<file path="src/rtl/hbc_pkg.sv">
package hbc_pkg;
  typedef enum logic [1:0] {
    HS_RUN     = 2'd0,
    HS_EXT     = 2'd1,
    HS_BPT_ARM = 2'd2,
    HS_BPT_LOW = 2'd3
  } hold_state_t;
endpackage

</file>
<file path="src/rtl/hbc_edge.sv">
module hbc_edge (
  input  logic clk,
  input  logic rst_n,
  input  logic req_n,
  output logic fall,
  output logic rise
);
  logic prev_q;

  always_ff @(posedge clk) begin
    if (!rst_n) prev_q <= 1'b1;
    else        prev_q <= req_n;
  end

  assign fall = prev_q & ~req_n;
  assign rise = ~prev_q & req_n;
endmodule

</file>
<file path="src/rtl/hbc_fsm.sv">
module hbc_fsm
  import hbc_pkg::*;
(
  input  logic        clk,
  input  logic        rst_n,
  input  logic        req_n,
  input  logic        fall,
  input  logic        rise,
  input  logic        instr_done,
  input  logic        bpt_hit,
  input  logic        console_ok,
  output hold_state_t state_q
);
  hold_state_t state_d;

  always_comb begin
    state_d = state_q;
    case (state_q)
      HS_RUN: begin
        if (bpt_hit && console_ok)       state_d = HS_BPT_ARM;
        else if (!req_n && instr_done)   state_d = HS_EXT;
      end
      HS_EXT:     if (req_n) state_d = HS_RUN;
      HS_BPT_ARM: if (fall)  state_d = HS_BPT_LOW;
      HS_BPT_LOW: if (rise)  state_d = HS_RUN;
      default:               state_d = HS_RUN;
    endcase
  end

  always_ff @(posedge clk) begin
    if (!rst_n) state_q <= HS_RUN;
    else        state_q <= state_d;
  end

  AST_RUN_WAITS_BOUNDARY: assert property (@(posedge clk) disable iff (!rst_n)
    (state_q == HS_RUN && !instr_done && !bpt_hit) |=> state_q == HS_RUN);
  AST_EXT_ENTRY: assert property (@(posedge clk) disable iff (!rst_n)
    (state_q == HS_RUN && !req_n && instr_done && !(bpt_hit && console_ok)) |=> state_q == HS_EXT);
  AST_EXT_EXIT: assert property (@(posedge clk) disable iff (!rst_n)
    (state_q == HS_EXT && req_n) |=> state_q == HS_RUN);
  AST_BPT_ENTRY: assert property (@(posedge clk) disable iff (!rst_n)
    (state_q == HS_RUN && bpt_hit && console_ok) |=> state_q == HS_BPT_ARM);
  AST_NOCONSOLE_NOP: assert property (@(posedge clk) disable iff (!rst_n)
    (state_q == HS_RUN && bpt_hit && !console_ok && !(instr_done && !req_n)) |=> state_q == HS_RUN);
  AST_BPT_NEEDS_FALL: assert property (@(posedge clk) disable iff (!rst_n)
    (state_q == HS_BPT_ARM) |=> state_q != HS_RUN);
endmodule

</file>
<file path="src/rtl/hbc_drive.sv">
module hbc_drive
  import hbc_pkg::*;
#(
  parameter int BUS_GROUPS = 4
) (
  input  hold_state_t           state_q,
  output logic                  hold_ack_n,
  output logic                  cpu_suspend,
  output logic [BUS_GROUPS-1:0] bus_hiz
);
  logic held;
  assign held        = (state_q != HS_RUN);
  assign hold_ack_n  = ~held;
  assign cpu_suspend = held;

  for (genvar g = 0; g < BUS_GROUPS; g++) begin : g_grp
    assign bus_hiz[g] = held;
  end
endmodule

</file>
<file path="src/rtl/hold_bpt_ctrl.sv">
module hold_bpt_ctrl
  import hbc_pkg::*;
#(
  parameter int BUS_GROUPS = 4
) (
  input  logic                  clk,
  input  logic                  rst_n,
  input  logic                  hold_req_n,
  input  logic                  instr_done,
  input  logic                  bpt_hit,
  input  logic                  console_n,
  output logic                  hold_ack_n,
  output logic                  cpu_suspend,
  output logic [BUS_GROUPS-1:0] bus_hiz
);
  localparam logic [BUS_GROUPS-1:0] ALL_HIZ = {BUS_GROUPS{1'b1}};

  logic        fall, rise;
  hold_state_t state_q;

  hbc_edge u_edge (
    .clk   (clk),
    .rst_n (rst_n),
    .req_n (hold_req_n),
    .fall  (fall),
    .rise  (rise)
  );

  hbc_fsm u_fsm (
    .clk        (clk),
    .rst_n      (rst_n),
    .req_n      (hold_req_n),
    .fall       (fall),
    .rise       (rise),
    .instr_done (instr_done),
    .bpt_hit    (bpt_hit),
    .console_ok (~console_n),
    .state_q    (state_q)
  );

  hbc_drive #(.BUS_GROUPS(BUS_GROUPS)) u_drive (
    .state_q     (state_q),
    .hold_ack_n  (hold_ack_n),
    .cpu_suspend (cpu_suspend),
    .bus_hiz     (bus_hiz)
  );

  AST_IDLE_AFTER_RESET: assert property (@(posedge clk)
    !rst_n |=> (hold_ack_n && !cpu_suspend));
  AST_ACK_FLOATS_BUS: assert property (@(posedge clk) disable iff (!rst_n)
    !hold_ack_n |-> (bus_hiz == ALL_HIZ && cpu_suspend));
  AST_BPT_REQ_HIGH_KEEPS: assert property (@(posedge clk) disable iff (!rst_n)
    (state_q == HS_BPT_ARM && hold_req_n) |=> !hold_ack_n);
endmodule

</file>
<file path="config.mk">
export PLATFORM = sky130hd
export DESIGN_NAME = hold_bpt_ctrl
export DESIGN_NICKNAME = d
export VERILOG_FILES = /design/src/rtl/hbc_pkg.sv /design/src/rtl/hbc_edge.sv /design/src/rtl/hbc_fsm.sv /design/src/rtl/hbc_drive.sv /design/src/rtl/hold_bpt_ctrl.sv
export SDC_FILE = /design/constraint.sdc
export NUM_CORES = 1
export LEC_CHECK = 0
export CORE_AREA = 5 5 42 44
export CTS_BUF_LIST = sky130_fd_sc_hd__clkbuf_4 sky130_fd_sc_hd__clkbuf_8 sky130_fd_sc_hd__clkbuf_16
export CTS_CLUSTER_SIZE = 40
export DETAILED_ROUTE_END_ITERATION = 8
export DIE_AREA = 0 0 47 49
export PLACE_DENSITY = 0.47
export SLEW_MARGIN = 20
export SYNTH_ARGS = -nofsm -noshare
export SYNTH_HDL_FRONTEND = slang
export SYNTH_SLANG_ARGS = --single-unit
</file>
<file path="constraint.sdc">
create_clock -name clk -period 1 [get_ports clk]
set_clock_uncertainty 0.05 [all_clocks]
set_input_delay 0.2 -clock clk [delete_from_list [all_inputs] [get_ports clk]]
set_output_delay 0.2 -clock clk [all_outputs]
set_load 0.01 [all_outputs]
</file>
## Yosys cells after proc, flatten, opt, wreduce, memory -nomap -nowiden

Index checks and enable logic that the tools add are counted.

- Flip-flop bits (word level): 3
- Bits of input ports: 6
- Output and inout port bits: 6
- Word-level logic and storage cells: 27

- Eq/ne operators: 7
- Mux-type cells: 6
- Bitwise operators: 6
- Reduce and logical (&&, ||, !) cells: 6

Operators by type and width:

| cell | number |
|---|---|
| $mux 2 | 5 |
| $pmux 2 s4 | 1 |
| $ne 2x2->1 const B | 3 |
| $eq 2x2->1 const B | 2 |
| $not 1->1 | 4 |
| $reduce_and 4->1 | 1 |
| $ne 3x1->1 const B | 1 |
| $and 1x1->1 | 2 |
| $eq 2x1->1 const B | 1 |
| $logic_and 1x1->1 | 2 |
| $logic_not 2->1 | 1 |
| $reduce_bool 2->1 | 1 |
| $logic_not 1->1 | 1 |

## Longest topological paths before layout

Gate-level depths: netlist of the first run.

- Word-level depth: 5
- Mapped depth: 3

## Modules after synthesis

From an unflattened synthesis of the first run, not the netlist that was laid out.

- Cell total of the unflattened synthesis: 23
- Area total of the unflattened synthesis: 181.4 µm²

By module, submodules not included:

| module | times used | cells an instance | area an instance (µm²) | seq. area each (µm²) |
|---|---|---|---|---|
| hbc_fsm | 1 | 12 | 98.8 | 40.0 |
| hbc_drive | 1 | 6 | 40.0 | 0.0 |
| hbc_edge | 1 | 4 | 38.8 | 20.0 |
| hold_bpt_ctrl | 1 | 1 | 3.8 | 0.0 |

## Worst setup path before layout of the first run

OpenSTA, ideal clock, no wires.

- Path kind: register to output
- From: reg u_fsm.state_q[1]
- To: out bus_hiz[0]
- Data arrival time: 0.840 ns
- Required time: 0.750 ns
- Setup slack: -0.090 ns
- Stages on the path, launching flop included: 4
- Path buffers: 1
- Cell sequence: dfxtp_1 -> nor2_1 -> inv_1 -> buf_4

- Word-level cells in the longest chain between the ends: 1

RTL lines:

| element | RTL line | text |
|---|---|---|
| start: declaration | hbc_fsm.sv:12 | `output hold_state_t state_q` |
| start signal: assignment | hbc_fsm.sv:32 | `else state_q <= state_d;` |
| $reduce_bool 2->1 | hbc_drive.sv:12 | `assign held = (state_q != HS_RUN);` |
| end: declaration | hold_bpt_ctrl.sv:14 | `output logic [BUS_GROUPS-1:0] bus_hiz` |

Every way passes these cells.

## Worst setup path in the final report of the first run

- From: reg u_fsm.state_q[0]
- To: out bus_hiz[3]

The elaborated chain is that of the path after synthesis.

==> results of run 1 <==
## cells in the final DEF (no fill, tap or decap), types with 2 or more instances in the layout
cell,n
inv_1,2
dlygate4sd2_1,3
clkdlybuf4s50_1,2
dfxtp_2,2
buf_2,6
clkbuf_4,4
## flip-flops by register name, indices dropped and copies added, names as in the netlist
| register | flops |
|---|---|
| u_fsm.state_q | 2 |
| u_edge.prev_q | 1 |
## worst max path at each step
| stage | from | to | slack [ns] | cells past startpoint |
|---|---|---|---|---|
| 2_1_floorplan | u_fsm.state_q[0] | bus_hiz[0] | 0.02 | 3 |
| 6_report | u_fsm.state_q[0] | bus_hiz[3] | -0.1 | 3 |
| 5_1_grt | u_fsm.state_q[0] | cpu_suspend | -0.15 | 3 |
| 4_1_cts | u_fsm.state_q[1] | bus_hiz[3] | -0.13 | 3 |
| 3_3_place_gp | console_n | u_fsm.state_q[0] | -0.27 | 4 |
| 3_5_place_dp | console_n | u_fsm.state_q[0] | -0.25 | 4 |
## through the flow
step                      instance area [µm²]  std cells  setup TNS [ns]  hold slack, ns  setup slack (ns)
after floorplan                           170         21               0           0.223            0.0241
after CTS                                 290         50          -0.699           0.451            -0.126
after detailed placement                  285         46           -1.83           0.473            -0.248
after global placement                    285         46           -1.84           0.464            -0.270
after global routing                      303         50          -0.845           0.481            -0.152
final                                     303         50          -0.520           0.456           -0.0951
## cell type report
type | instances | area (µm²)
Clock buffer | 4 | 30.0
Sequential cell | 3 | 62.6
Timing Repair Buffer | 13 | 95.1
Inverter | 3 | 11.3
Tap cell | 16 | 20.0
Multi-Input combinational cell | 11 | 83.8
Fill cell | 160 | 1100
## worst register-to-register path, stage by stage, from the launching register on
cell      delay (ns)
dfxtp_2         0.32
buf_4           0.13
inv_1           0.09
o311ai_2        0.10
and3_1          0.16
## layer usage
layer,routed length (µm),share of wire,global-route usage
met5,0,0,0
met3,90,0.19,0.0258
met1,128,0.27,0.0285
met2,230,0.49,0.0633
met4,25,0.053,0.0968
## logic make-up after synthesis
family | count (synthesis) | share of synthesized area
compound gates | 4 | 0.149
buf+inv | 7 | 0.246
flops | 3 | 0.358
simple gates | 7 | 0.246
## power groups by stage
stage                     clock (W)  combinational [W]  sequential, W
after floorplan                   0          0.0000712       0.000136
after global placement            0           0.000136       0.000135
after detailed placement          0           0.000136       0.000135
after CTS                  0.000256           0.000111       0.000133
after global routing       0.000266           0.000124       0.000138
final                      0.000246           0.000114       0.000137
## repair_timing
action / 4_1_cts / 5_1_grt
pin swaps: 3 / 1
hold buffers: 0 / 0
resized for setup: 29 / 5
setup buffers: 0 / 0
setup endpoints to repair: 7 / 7
==> flow_metrics.env, run 1 <==
export IMPL_status="finished, violations left"
export IMPL_violations="negative setup slack"
export IMPL_path_buf_inv=2
export IMPL_utilization=0.216
export IMPL_fp_coreArea_mm2=0.00140
export IMPL_switching_share=0.263
export IMPL_dr_pass1_iters=2
export IMPL_synth_seq_area_share=0.358
export IMPL_rsz0062_at_grt="yes"
export IMPL_synth_common_cells="buf_4, dfxtp_1, inv_1"
export IMPL_rows=14
export IMPL_clock_sinks=3
export IMPL_maxCapViolCount=0
export IMPL_gp_congestion=0.640
export IMPL_grt_max_degree=6
export IMPL_ios=12
export IMPL_ctsHtreeMaxLevel=1
export IMPL_antenna_found_initial=0
export IMPL_wirelength_um=474
export IMPL_drcViolationCount=0
export IMPL_worst_setup_path_type="flop to output pin"
export IMPL_die_area_mm2=0.00230
export IMPL_syn_avg_cell_area_um2=7.98
export IMPL_leakage_nw=0.148
export IMPL_holdPathEnd="u_fsm.state_q[1]"
export IMPL_setup_violations=6
export IMPL_grt_overflow_total=0
export IMPL_syn2layout_area_growth_pct=80.6
export IMPL_diodes=0
export IMPL_synth_warnings=0
export IMPL_ys_flop_type="dfxtp_1"
export IMPL_slew_headroom=0.855
export IMPL_clk_path_buf_depth=2
export IMPL_synth_edff_count=0
export IMPL_fp_dieW_um=47
export IMPL_start_util=0.120
export IMPL_cts_buffers=3
export IMPL_via_count=182
export IMPL_drt_iter0_drc=1
export IMPL_yosysTopAreaCellShare=0.358
export IMPL_min_delay_start="console_n"
export IMPL_switchingPower_w=0.000131
export IMPL_synth_most_common_cell="buf_4"
export IMPL_p_total_w=0.000497
export IMPL_clkPwrFrac=0.495
export IMPL_cp_max_fo=5
export IMPL_cp_start_kind="flop"
export IMPL_endpoint_kind="output pin"
export IMPL_grt_pass1_vias=174
export IMPL_die_h_um=49
export IMPL_r2r_end="u_fsm.state_q[0]"
export IMPL_syn_cell_area_um2=168
export IMPL_seqPwrFrac=0.276
export IMPL_grt_usage=0.0486
export IMPL_worst_pin_slew_ns=0.217
export IMPL_min_path_type="primary input to flop"
export IMPL_power_density_mw_per_mm2=1640
export IMPL_path_clk_slew_ns=0.04
export IMPL_critPathTopFamily="flip-flops"
export IMPL_synth_area_top_cells="dfxtp_1, buf_4, nor2b_4"
export IMPL_slowest_delay_ns=0.32
export IMPL_viasPerCell=3.64
export IMPL_slew_violations=0
export IMPL_p_int_w=0.000366
export IMPL_worst_slack_ns=-0.0951
export IMPL_port_buffers=11
export IMPL_hold_violations=0
export IMPL_slowest_stage="dfxtp_2"
export IMPL_fin_crit_ns=1.10
export IMPL_ys_seq_elements=3
export IMPL_synth_net_count=27
export IMPL_yosysTopAreaCell="dfxtp_1"
export IMPL_wl_per_cell_um=9.48
export IMPL_cts_tree="built"
export IMPL_cp_arrival_ns=0.85
export IMPL_rrSetupSlack_ns=0.03
export IMPL_clk_latency_ns=0.24
export IMPL_grt_pass1_wl_um=634
export IMPL_finalCritPeriodShare=1.10
export IMPL_synth_cell_types=11
export IMPL_r2r_start="u_fsm.state_q[0]"
export IMPL_synthesis_instances=21
export IMPL_async_flop_share=0
export IMPL_max_freq_ghz=0.913
export IMPL_vdd_drop_max_mv=0.314
export IMPL_critPathRequiredTime_ns=0.75
export IMPL_fin_nets=41
export IMPL_drive_gt1_frac=0.559
export IMPL_pwr_share_comb=0.230
export IMPL_cts_root_buf="clkbuf_4"
export IMPL_min_path_cells=4
export IMPL_crit_path_cell_trace="nor2_4 > inv_2 > buf_2"
export IMPL_rr_worst_depth=4
export IMPL_final_antenna_net_count=0
No activity file was read; power rests on OpenSTA's default activity.
==> run 2: changes to the inputs <==
- HOLD_SLACK_MARGIN: unset -> 0.06
==> results of run 2 <==
The final DEF is identical to that of run 1; final timing and power are the same.
